--- src/rtl/eicu_pkg.sv ---
package eicu_pkg;
  typedef enum logic [2:0] {
    IDX_MASK   = 3'd0,
    IDX_SRCSEL = 3'd1,
    IDX_MSTAT  = 3'd2,
    IDX_RSTAT  = 3'd3,
    IDX_CLR    = 3'd4,
    IDX_POL    = 3'd5,
    IDX_EDGE   = 3'd6,
    IDX_SWI    = 3'd7
  } reg_idx_e;
endpackage

--- src/rtl/eicu_sync.sv ---
module eicu_sync #(
  parameter int W = 32
) (
  input  logic         clk_i,
  input  logic         rst_ni,
  input  logic [W-1:0] async_i,
  output logic [W-1:0] cur_o,
  output logic [W-1:0] prev_o
);
  logic [W-1:0] meta_q, cur_q, prev_q;

  always_ff @(posedge clk_i or negedge rst_ni) begin
    if (!rst_ni) begin
      meta_q <= '0;
      cur_q  <= '0;
      prev_q <= '0;
    end else begin
      meta_q <= async_i;
      cur_q  <= meta_q;
      prev_q <= cur_q;
    end
  end

  assign cur_o  = cur_q;
  assign prev_o = prev_q;
endmodule

--- src/rtl/eicu_line.sv ---
module eicu_line (
  input  logic clk_i,
  input  logic rst_ni,
  input  logic cur_i,
  input  logic prev_i,
  input  logic pol_i,
  input  logic edge_i,
  input  logic clr_i,
  output logic raw_o
);
  logic lvl_act, evt, req_q;

  assign lvl_act = pol_i ? cur_i : ~cur_i;
  assign evt     = edge_i & (pol_i ? (cur_i & ~prev_i) : (~cur_i & prev_i));

  // new edge beats a simultaneous clear
  always_ff @(posedge clk_i or negedge rst_ni) begin
    if (!rst_ni) req_q <= 1'b0;
    else         req_q <= evt | (req_q & ~clr_i);
  end

  assign raw_o = edge_i ? req_q : lvl_act;


  edge_latch_chk: assert property (@(posedge clk_i) disable iff (!rst_ni)
    evt |=> req_q);

  clear_chk: assert property (@(posedge clk_i) disable iff (!rst_ni)
    (clr_i && !evt) |=> !req_q);

  hold_chk: assert property (@(posedge clk_i) disable iff (!rst_ni)
    (req_q && !clr_i) |=> req_q);

  clr_race_chk: assert property (@(posedge clk_i) disable iff (!rst_ni)
    (clr_i && evt) |=> req_q);
endmodule

--- src/rtl/eicu_regs.sv ---
module eicu_regs
  import eicu_pkg::*;
#(
  parameter int W      = 32,
  parameter int ADDR_W = 8
) (
  input  logic              clk_i,
  input  logic              rst_ni,
  input  logic              wr_i,
  input  logic              rd_i,
  input  logic [ADDR_W-1:0] addr_i,
  input  logic [W-1:0]      wdata_i,
  input  logic [W-1:0]      raw_i,
  output logic [W-1:0]      mask_o,
  output logic [W-1:0]      pol_o,
  output logic [W-1:0]      edg_o,
  output logic [W-1:0]      clr_o,
  output logic [W-1:0]      rdata_o
);
  logic [W-1:0] mask_q, src_q, pol_q, edg_q, swi_q;
  logic         hit;
  reg_idx_e     idx;

  assign hit = (addr_i[ADDR_W-1:5] == '0) && (addr_i[1:0] == 2'b00);
  assign idx = reg_idx_e'(addr_i[4:2]);

  always_ff @(posedge clk_i or negedge rst_ni) begin
    if (!rst_ni) begin
      mask_q <= '1;
      src_q  <= '0;
      pol_q  <= '0;
      edg_q  <= '0;
      swi_q  <= '0;
    end else if (wr_i && hit) begin
      case (idx)
        IDX_MASK:   mask_q <= wdata_i;
        IDX_SRCSEL: src_q  <= wdata_i;
        IDX_POL:    pol_q  <= wdata_i;
        IDX_EDGE:   edg_q  <= wdata_i;
        IDX_SWI:    swi_q  <= wdata_i;
        default: ;
      endcase
    end
  end

  assign clr_o = (wr_i && hit && idx == IDX_CLR) ? wdata_i : '0;

  always_comb begin
    rdata_o = '0;
    if (rd_i && hit) begin
      case (idx)
        IDX_MASK:   rdata_o = mask_q;
        IDX_SRCSEL: rdata_o = src_q;
        IDX_MSTAT:  rdata_o = raw_i & ~mask_q;
        IDX_RSTAT:  rdata_o = raw_i;
        IDX_POL:    rdata_o = pol_q;
        IDX_EDGE:   rdata_o = edg_q;
        IDX_SWI:    rdata_o = swi_q;
        default:    rdata_o = '0;
      endcase
    end
  end

  assign mask_o = mask_q;
  assign pol_o  = pol_q;
  assign edg_o  = edg_q;


  mask_wr_chk: assert property (@(posedge clk_i) disable iff (!rst_ni)
    (wr_i && hit && idx == IDX_MASK) |=> (mask_o == $past(wdata_i)));

  swi_keep_chk: assert property (@(posedge clk_i) disable iff (!rst_ni)
    !(wr_i && hit && idx == IDX_SWI) |=> $stable(swi_q));
endmodule

--- src/rtl/eicu_top.sv ---
module eicu_top #(
  parameter int NUM_LINES = 32,
  parameter int ADDR_W    = 8
) (
  input  logic                 clk_i,
  input  logic                 rst_ni,
  input  logic [NUM_LINES-1:0] ext_i,
  input  logic                 reg_wr_i,
  input  logic                 reg_rd_i,
  input  logic [ADDR_W-1:0]    reg_addr_i,
  input  logic [NUM_LINES-1:0] reg_wdata_i,
  output logic [NUM_LINES-1:0] reg_rdata_o,
  output logic [NUM_LINES-1:0] irq_o
);
  logic [NUM_LINES-1:0] cur, prev, raw, mask, pol, edg, clr;

  eicu_sync #(.W(NUM_LINES)) u_sync (
    .clk_i  (clk_i),
    .rst_ni (rst_ni),
    .async_i(ext_i),
    .cur_o  (cur),
    .prev_o (prev)
  );

  for (genvar i = 0; i < NUM_LINES; i++) begin : g_line
    eicu_line u_line (
      .clk_i (clk_i),
      .rst_ni(rst_ni),
      .cur_i (cur[i]),
      .prev_i(prev[i]),
      .pol_i (pol[i]),
      .edge_i(edg[i]),
      .clr_i (clr[i]),
      .raw_o (raw[i])
    );
  end

  eicu_regs #(.W(NUM_LINES), .ADDR_W(ADDR_W)) u_regs (
    .clk_i  (clk_i),
    .rst_ni (rst_ni),
    .wr_i   (reg_wr_i),
    .rd_i   (reg_rd_i),
    .addr_i (reg_addr_i),
    .wdata_i(reg_wdata_i),
    .raw_i  (raw),
    .mask_o (mask),
    .pol_o  (pol),
    .edg_o  (edg),
    .clr_o  (clr),
    .rdata_o(reg_rdata_o)
  );

  assign irq_o = raw & ~mask;


  mask_block_chk: assert property (@(posedge clk_i) disable iff (!rst_ni)
    (irq_o & mask) == '0);
endmodule

--- config.mk ---
export PLATFORM = sky130hd
export DESIGN_NAME = eicu_top
export DESIGN_NICKNAME = d
export VERILOG_FILES = /design/src/rtl/eicu_pkg.sv /design/src/rtl/eicu_sync.sv /design/src/rtl/eicu_line.sv /design/src/rtl/eicu_regs.sv /design/src/rtl/eicu_top.sv
export SDC_FILE = /design/constraint.sdc
export NUM_CORES = 1
export LEC_CHECK = 0
export ABC_CLOCK_PERIOD_IN_PS = 1650
export CORE_AREA = 10 10 190 192
export DETAILED_ROUTE_END_ITERATION = 10
export DIE_AREA = 0 0 200 202
export DONT_BUFFER_PORTS = 1
export PLACE_DENSITY_LB_ADDON = 0.25
export SYNTH_ARGS = -nofsm -noshare
export SYNTH_HDL_FRONTEND = slang
export SYNTH_HIERARCHICAL = 1
export SYNTH_SLANG_ARGS = --single-unit
--- constraint.sdc ---
create_clock -name clk_i -period 1.65 [get_ports clk_i]
set_input_delay 0.2475 -clock clk_i [delete_from_list [all_inputs] [get_ports clk_i]]
set_output_delay 0.2475 -clock clk_i [all_outputs]
set_load 0.02 [all_outputs]
==> flow_summary.toml, run 1 <==
[synthesis]
netlist_top_cells_count = "dfrtp_1 (256), mux2_2 (135), nand2_1 (57)"
ys_seq_area_share_pct = 53.9
synth_cell_types = 43
synth_top_area_share_pct = 47.7
synth_edf_count = 0
synth-seq-cells = 288
syn_inst = 1030
syn_area_sq_um = 13400
synth_most_common_cell = "dfrtp_1"
synth_ff_type = "dfrtp_1"
ys_warn_count = 6
async_flop_share_pct = 100
syn-num-nets = 1106
post_synth.cell_area_avg_sq_um = 13.0
synth_top_cell_by_area = "dfrtp_1"
yosys-top-cells-area = "dfrtp_1 (48%), mux2_2 (11%), dfstp_2 (6.3%), mux2_4 (3.4%), nor2b_4 (3.3%)"

[routing]
vias = 9086
dr.pass1.iters = 7
drt-total-wl_mm = 35.7
drtIter0Drc = 520
via_per_inst = 5.29
drc_errors = 0
wl_per_cell_um = 20.8
ant_nets = 0

[critical_path]
cp.required_ns = 1.40
crit_chain = "xor2_1 -> o21ai_2 -> nand2_1 -> mux2i_1 -> a222oi_1 -> a21oi_2 -> buf_4"
reg2regPathDepth = 3
r2r_end = "u_regs/pol_o[12]"
crit_fanout = 3
crit_type = "reg -> out"
critPathBufInv = 1
endpoint_kind = "output port"
critPathLaunchType = "flop"
critical_path.top_delay_family = "compound AO/OA/AOI/OAI gates"
rrSetupSlack_ns = 0.59
crit_arrival_ns = 1.98
slowest_delay_ns = 0.39
crit_path_top_delay_cell = "dfrtp_1"
r2r_start = "u_regs/pol_o[12]"

[clock_network]
htreeDepth = 2
cts_tree = "yes"
clock-sinks = 288
cts.clk_slew.worst_paths_ns = 0.05
cts_buffers = 34
root_buffer = "clkbuf_16"
ctsHoldBuffers = 64
clk_latency_ns = 0.51
cts_buffer_depth = 3

[final_layout]
drive_above_1_share_pct = 42.8
area_growth_pct = 29.9
n_antenna_cell = 0
nets = 1327
postLayoutCellArea_sq_um = 17500

[power_and_ir_drop]
power_density_nw_per_um2 = 981
power_mw = 17.1
ir_drop_mv = 0.854
p_leak_nw = 7.78

[sta]
fmax_mhz = 449
period_share_pct = 135
worst_pin_slew_ns = 0.487
layout_setup_ws_ns = -0.578
slew_headroom_pct = 67.5
whs_ns = -0.554
final.min_clock_period_ns = 2.23
skew_ns = 0.00768
hold_violations = 288
rsz0062_at_grt = "true"
setup_violations = 64
timing_max_transition_violations_final = 0

[floorplan]
initial_core_util_pct = 41.6
io_pins = 140
core_region_area_sq_um = 32300
die_area_sq_um = 40400
fp.dieH_um = 202
die_w_um = 200
num_rows = 66

[hold_path]
hp-class = "in -> async"

[global_routing]
antenna_found_initial = 0
grt_pass1_vias = 9584
track_usage_pct = 17.4
grt_max_degree = 289
gr-total-overflow = 0
grt_pass1_wl_mm = 55.4

[flow_run]
cap_violations = 0

[place]
port-buffer-count = 0
place.gp.congestion = 0.747
postPlaceCellArea_sq_um = 14700
dpl.hpwl_mm = 21.6

[outcome]
violations = "negative hold slack, negative setup slack"
status = "finished with violations"
==> through the flow <==
| stage | TNS [ns] | std cells | util, % | worst slack [ns] |
|---|---|---|---|---|
| after CTS | -17.74 | 1701 | 53.1 | -0.594 |
| after detailed placement | -2.54 | 1511 | 45.6 | -0.0970 |
| after global routing | -20.39 | 1717 | 54.1 | -0.698 |
| final | -15.19 | 1717 | 54.1 | -0.578 |
| after floorplan | -0.0812 | 1030 | - | -0.0452 |
| after global placement | -1.24 | 1511 | 45.6 | -0.0518 |
==> worst max path at each step <==
| stage | start | end | slack (ns) | cells after the start |
|---|---|---|---|---|
| after floorplan | reg_addr_i[3] | reg_rdata_o[16] | -0.05 | 6 |
| after global placement | reg_addr_i[7] | u_regs/swi_q[31] | -0.05 | 5 |
| after detailed placement | reg_addr_i[7] | u_regs/swi_q[0] | -0.1 | 5 |
| after CTS | u_regs/pol_o[30] | reg_rdata_o[30] | -0.59 | 7 |
| after global routing | u_sync/cur_o[30] | reg_rdata_o[30] | -0.70 | 7 |
| final | u_regs/pol_o[30] | reg_rdata_o[30] | -0.58 | 7 |
==> layout by cell type (no fill, tap or decap), types with 5 or more instances in the layout <==
cell,n
a211oi_2,9
dlygate4sd3_1,64
clkbuf_1,7
o221ai_2,9
dfstp_2,32
dfrtp_1,255
o21ai_1,20
clkbuf_16,37
mux2i_1,23
xor2_1,41
clkbuf_8,10
a22oi_2,13
mux2_2,135
nor2b_4,33
o21ai_2,13
a22o_1,22
a22oi_1,9
mux2_4,30
nand4bb_1,32
a221oi_2,6
a21oi_1,23
clkinv_2,5
and2_1,33
nand4b_1,32
buf_6,11
a21oi_4,7
nand3_1,32
o2bb2ai_1,21
buf_4,146
nand2_1,55
buf_12,19
a21oi_2,16
nand2b_1,41
==> power by group <==
group | total (mW) | switching (mW) | internal [mW]
registers | 7.72 | 0.273 | 7.44
clock network | 7.56 | 2.89 | 4.67
logic | 1.85 | 0.832 | 1.02
==> logic make-up (layout without fill, tap and decap cells) <==
group | count (synthesis) | after routing | synth area share, %
buffers and inverters | 57 | 302 | 2.67
xor gates and xnor gates | 41 | 41 | 2.67
AOI/OAI and AO/OA | 173 | 173 | 8.78
and+or+nand+nor | 279 | 279 | 15.2
muxes | 192 | 192 | 16.7
DFF | 288 | 288 | 53.9
==> layer usage <==
| metal | vias to the layer above | wire (um) | GRT usage (%) |
|---|---|---|---|
| met5 | - | 0 | 0 |
| met4 | 0 | 610 | 4.30 |
| met3 | 45 | 1800 | 3.59 |
| met2 | 182 | 17200 | 28.8 |
| met1 | 4648 | 16000 | 22.8 |
| li1 | 4211 | - | - |
==> timing repair <==
item / CTS / global route
pin swaps: 101 / 81
setup endpoints to repair: 64 / 64
endpoints found under the hold margin: 480 / 288
resized for setup: 28 / 40
setup buffers: 76 / 22
==> state kept, by name, summed over array words and instances (netlist names) <==
signal	count
u_regs/mask_o	32
u_regs/edg_o	32
g_line.u_line/req_q	32
u_sync/prev_o	32
u_sync/cur_o	32
u_regs/pol_o	32
u_sync/meta_q	32
u_regs/src_q	32
u_regs/swi_q	32
==> area by class of cell <==
cell class,instances,area (sq um)
Tap cell,442,553
Timing Repair Buffer,240,2240
Clock inverter,6,55.1
Multi-Input combinational cell,685,6270
Clock buffer,54,1090
Inverter,2,7.51
Fill cell,2725,14800
Sequential cell,288,7250
No activity file was read; power rests on OpenSTA's default activity.
==> run 2: changes to the inputs <==
Settings changed: CORE_AREA 10 10 190 192 to 10 10 171 173, DIE_AREA 0 0 200 202 to 0 0 181 183, HOLD_SLACK_MARGIN set to 0.12, SYNTH_HIERARCHICAL 1 to unset.
==> flow_summary.toml, run 2 <==
[routing]
drt-total-wl_mm = 34.5
drc_errors = 0
dr.pass1.iters = 5
wl_per_cell_um = 21.5
ant_nets = 0
drtIter0Drc = 674
via_per_inst = 5.59
vias = 8958

[place]
place.gp.congestion = 0.759
dpl.hpwl_mm = 19.6
dpl_worst_slack_ns = -0.430
port-buffer-count = 0
dp_cells = 1400

[synthesis]
synth_top_area_share_pct = 50.2
synth-seq-cells = 288
synth_ff_type = "dfrtp_1"
yosys-top-cells-area = "dfrtp_1 (50%), mux2_2 (14%), dfstp_2 (6.6%), a22o_1 (4.4%), nand2_1 (3.5%)"
synth_edf_count = 0
synth_top_cell_by_area = "dfrtp_1"
async_flop_share_pct = 100
post_synth.cell_area_avg_sq_um = 12.5
ys_warn_count = 0
syn-num-nets = 1096
synth_cell_types = 31
synth_most_common_cell = "dfrtp_1"
syn_area_sq_um = 12800
netlist_top_cells_count = "dfrtp_1 (256), mux2_2 (153), nand2_1 (118)"
ys_seq_area_share_pct = 56.8
syn_inst = 1020

[clock_network]
cts_buffer_depth = 3
clock-sinks = 288
clk_latency_ns = 0.55
ctsHoldBuffers = 65
cts.clk_slew.worst_paths_ns = 0.06
root_buffer = "clkbuf_16"
cts_tree = "yes"
cts_buffers = 31
htreeDepth = 1

[sta]
fmax_mhz = 463
whs_ns = -0.597
period_share_pct = 131
setup_violations = 96
worst_pin_slew_ns = 0.857
timing_max_transition_violations_final = 0
hold_violations = 288
final.min_clock_period_ns = 2.16
rsz0062_at_grt = "true"
skew_ns = 0.00939
slew_headroom_pct = 42.6
layout_setup_ws_ns = -0.508

[floorplan]
die_area_sq_um = 33100
fp.dieH_um = 183
initial_core_util_pct = 49.5
core_region_area_sq_um = 25800
num_rows = 59
die_w_um = 181
io_pins = 140

[critical_path]
cp.required_ns = 1.40
critPathLaunchType = "flop"
crit_fanout = 2
crit_start = "u_regs.pol_o[0]"
crit_arrival_ns = 1.91
rrSetupSlack_ns = 0.41
r2r_start = "u_regs.pol_o[25]"
endpoint_kind = "output port"
slowest_delay_ns = 0.41
crit_chain = "xnor2_2 -> mux2i_2 -> or3_1 -> a21oi_2 -> buf_6"
crit_type = "reg -> out"
critPathBufInv = 1
critical_path.top_delay_family = "flip-flops"
crit_path_top_delay_cell = "dfrtp_1"

[power_and_ir_drop]
switchingPower_mw = 4.03
ir_drop_mv = 0.737
p_int_mw = 13.2
p_comb_share_pct = 11.7
power_frac_clock_pct = 41.8
pwr-share-seq_pct = 46.4
swShare_pct = 23.4
power_density_nw_per_um2 = 988
p_leak_nw = 7.63

[final_layout]
final_cell_mix = "dfrtp_1 (256), buf_4 (134), nand2_1 (116)"
fillCellCount = 1788
utilization_pct = 67.6
area_growth_pct = 36.5
nets = 1318
stdcell_count = 1602
layout_commonest_cell = "dfrtp_1"
drive_above_1_share_pct = 44.0

[global_routing]
grt_max_degree = 289
grt_pass1_vias = 9742
use_met3_pct = 3.60
grt_use_met2_pct = 33.5
busiest_layer = "met2"
antenna_found_initial = 1
grt_pass1_wl_mm = 54.4
gr-total-overflow = 0
use_met1_pct = 26.8
track_usage_pct = 20.1

[outcome]
status = "finished with violations"
violations = "negative hold slack, negative setup slack"

[hold_path]
hp-class = "in -> async"

[flow_run]
cap_violations = 0
## run 2: worst paths after layout
check,endpoint,cells past startpoint
hold / removal,u_regs.src_q[16],0
setup / recovery,reg_rdata_o[0],5
setup reg to reg,g_line[25].u_line.req_q,6
max in group asynchronous,u_sync.cur_o[30],0
hold reg to reg,u_sync.cur_o[9],0
min in group clk_i,g_line[25].u_line.req_q,4
## run 2: metal layers
layer / share of wire [%] / up-vias
li1: - / 4099
met1: 45 / 4598
met2: 48 / 217
met3: 5.2 / 44
met4: 1.7 / 0
met5: 0 / -
## run 2: cell families after synthesis
logic type / Yosys count / share of synthesized area, %
buf+inv: 53 / 2.46
simple gates: 243 / 8.62
compound gates: 193 / 11.0
mux: 211 / 18.9
xor+xnor: 32 / 2.20
flops: 288 / 56.8
## run 2: layout make-up
| cell class | count | area, sq um | share of cell area [%] |
|---|---|---|---|
| timing repair buffer | 242 | 2390 | 13.7 |
| sequential | 288 | 7250 | 41.6 |
| tap | 335 | 419 | 2.41 |
| clock inverter | 5 | 100 | 0.575 |
| antenna | 1 | 2.50 | 0.0144 |
| multi-input combinational | 679 | 6280 | 36.1 |
| clock buffer | 52 | 965 | 5.54 |
## run 2: power by group through the flow
stage	combinational, mW	sequential (mW)	clock (mW)
floorplan	1.13	7.99	0
detailed placement	1.44	8.07	0
global route	2.17	8.04	7.64
global placement	1.39	8.06	0
CTS	1.97	7.97	7.33
finish	2.01	7.98	7.19
## run 2: through the flow
| step | setup TNS, ns | hold slack, ns | power (mW) | cell area (sq um) |
|---|---|---|---|---|
| 2_1_floorplan | -38.88 | -0.0481 | 9.12 | 13400 |
| 3_3_place_gp | -67.63 | -0.0282 | 9.45 | 14400 |
| 3_5_place_dp | -71.85 | -0.0295 | 9.51 | 14400 |
| 4_1_cts | -18.14 | -0.624 | 17.3 | 17100 |
| 5_1_grt | -24.68 | -0.621 | 17.8 | 17400 |
| 6_report | -18.48 | -0.597 | 17.2 | 17400 |
## run 2: timing repair
action | in CTS | in global routing
buffers inserted | 76 | 18
pin swaps | 99 | 32
resized for setup | 122 | 34
cloned | 0 | 4
endpoints found under the setup margin | 64 | 84
hold endpoints to repair | 512 | 288
==> run 3: changes to the inputs <==
Settings changed: ABC_AREA set to 1, CORE_AREA 10 10 171 173 to 10 10 176 178, DIE_AREA 0 0 181 183 to 0 0 186 188, GPL_TIMING_DRIVEN set to 1.
==> flow_summary.toml, run 3 <==
[outcome]
status = "finished with violations"
violations = "negative hold slack, negative setup slack"

[sta]
rsz0062_at_grt = "true"
slew_headroom_pct = 27.8
hold_violations = 274
final.min_clock_period_ns = 1.99
fmax_mhz = 503
setup_violations = 40
skew_ns = 0.0144
period_share_pct = 120
layout_setup_ws_ns = -0.338
worst_pin_slew_ns = 1.08
whs_ns = -0.555
timing_max_transition_violations_final = 0

[synthesis]
yosys-top-cells-area = "dfrtp_1 (48%), nand2_1 (9.0%), inv_1 (7.2%), nor2_1 (7.1%), dfstp_2 (6.3%)"
synth_most_common_cell = "nand2_1"
ys_warn_count = 0
async_flop_share_pct = 100
synth_cell_types = 24
synth-compound-area-share_pct = 8.37
synth-simple-area-share_pct = 27.9
syn_inst = 1704
syn_area_sq_um = 13500
synth_edf_count = 0
post_synth.cell_area_avg_sq_um = 7.89
synth-seq-cells = 288
ys_seq_area_share_pct = 53.9
synth_top_cell_by_area = "dfrtp_1"
synth_top_family_by_area = "simple AND/OR/NAND/NOR gates"
synthXorXnorAreaFrac_pct = 0
synth_ff_type = "dfrtp_1"
synthMuxAreaShare_pct = 0
synth_top_area_share_pct = 47.6
netlist_top_cells_count = "nand2_1 (324), inv_1 (257), dfrtp_1 (256)"
syn-num-nets = 1780
synth_fa_ha_area_share_pct = 0

[place]
dpl.hpwl_mm = 23.2
place.gp.congestion = 0.839
port-buffer-count = 0
dp_cells = 2040
dpl_worst_slack_ns = 0.0603

[final_layout]
nets = 1954
area_growth_pct = 32.2
final_cell_mix = "nand2_1 (293), dfrtp_1 (254), nor2_1 (232)"
drive_above_1_share_pct = 25.9
fillCellCount = 2211
layout_commonest_cell = "nand2_1"
stdcell_count = 2252

[routing]
drc_errors = 0
ant_nets = 0
vias = 12100
drtIter0Drc = 878
dr.pass1.iters = 5
wl_per_cell_um = 17.2
via_per_inst = 5.36
drt-total-wl_mm = 38.8

[floorplan]
fp.dieH_um = 188
core_region_area_sq_um = 27500
die_w_um = 186
initial_core_util_pct = 49.0
io_pins = 140
die_area_sq_um = 35000
num_rows = 61

[critical_path]
crit_start = "u_regs.mask_o[22]"
path_depth = 7
slowest_delay_ns = 0.54
critPathBufInv = 2
crit_type = "reg -> out"
critical_path.top_delay_family = "flip-flops"
crit_chain = "inv_1 -> nor2_1 -> nor2_1 -> nand3_1 -> nor2_2 -> nor2_1 -> buf_4"
crit_arrival_ns = 1.74
endpoint_kind = "output port"
critPathMostFrequentCell = "nor2_1"
crit_path_top_delay_cell = "dfstp_2"
crit_fanout = 2
r2r_end = "g_line[30].u_line.req_q"
reg2regPathDepth = 6
rrSetupSlack_ns = 0.55
critPathLaunchType = "flop"
cp-endpoint = "reg_rdata_o[22]"
cp.required_ns = 1.40
r2r_start = "u_regs.pol_o[30]"

[global_routing]
antenna_found_initial = 2
grt_max_degree = 289
grt_pass1_vias = 12100
grt_pass1_wl_mm = 62.1
gr-total-overflow = 0
track_usage_pct = 21.9

[power_and_ir_drop]
p_leak_nw = 8.32
p_comb_share_pct = 9.5
power_frac_clock_pct = 44.1
p_int_mw = 12.4
power_density_nw_per_um2 = 929
pwr-share-seq_pct = 46.4
switchingPower_mw = 4.14
ir_drop_mv = 0.725
swShare_pct = 25.1

[clock_network]
ctsHoldBuffers = 90
cts_buffer_depth = 3
clk_latency_ns = 0.52
cts_buffers = 34
clock-sinks = 288
root_buffer = "clkbuf_16"
cts_tree = "yes"
htreeDepth = 2
cts.clk_slew.worst_paths_ns = 0.06

[hold_path]
hp-class = "in -> async"

[flow_run]
cap_violations = 0
-- run 3: metrics by stage --
stage          utilization [%]  area [sq um]  power, mW  setup TNS [ns]
3_3_place_gp              52.0         14300       8.73               0
5_1_grt                   64.7         17800       17.2          -12.77
4_1_cts                   62.2         17100       16.4           -8.89
2_1_floorplan                -         13500       8.51               0
3_5_place_dp              52.0         14300       8.77               0
6_report                  64.7         17800       16.5           -8.91
-- run 3: layout make-up --
class                           count  area [sq um]  area share [%]
Clock inverter                     15           153           0.858
Sequential cell                   288          7250            40.8
Antenna cell                        2          5.00          0.0281
Tap cell                          346           433            2.43
Clock buffer                       47           930            5.23
Multi-Input combinational cell   1075          5820            32.8
Timing Repair Buffer              218          2130            12.0
Inverter                          261          1060            5.96
-- run 3: cells by family (layout without fill, tap and decap cells) --
kind of cell,after synthesis,in the layout
AO/OA/AOI/OAI,225,225
buffers and inverters,341,541
flip-flops,288,288
other,0,2
AND/OR/NAND/NOR,850,850
-- run 3: how the worst min path moves through the flow --
stage          startpoint                      to  slack [ns]  cells past startpoint
3_3_place_gp       rst_ni        u_sync.meta_q[1]       -0.03                      0
4_1_cts            rst_ni        u_sync.prev_o[2]       -0.58                      0
3_5_place_dp       rst_ni        u_sync.meta_q[2]       -0.03                      0
6_report           rst_ni        u_sync.meta_q[2]       -0.56                      0
5_1_grt            rst_ni        u_sync.meta_q[1]       -0.58                      0
2_1_floorplan      rst_ni  g_line[0].u_line.req_q       -0.05                      0
-- run 3: repair_timing --
action / in CTS / in global routing
resized for setup: 200 / 157
endpoints found under the hold margin: 512 / 288
buffers inserted: 35 / 23
setup endpoints to repair: 64 / 64
pin swaps: 50 / 82
-- run 3: layer usage --
metal | up-vias | track usage, % | share of wire (%)
met3 | 78 | 4.27 | 7.1
met4 | 0 | 6.95 | 2.8
met2 | 390 | 35.3 | 47
li1 | 5777 | - | -
met1 | 5834 | 28.9 | 43
met5 | - | 0 | 0
-- run 3: power by group through the flow --
stage,Clock (mW),Sequential [mW],Combinational [mW]
CTS,7.44,7.64,1.35
global placement,0,7.75,0.984
floorplan,0,7.70,0.807
global route,7.78,7.70,1.73
finish,7.29,7.66,1.57
detailed placement,0,7.76,1.01
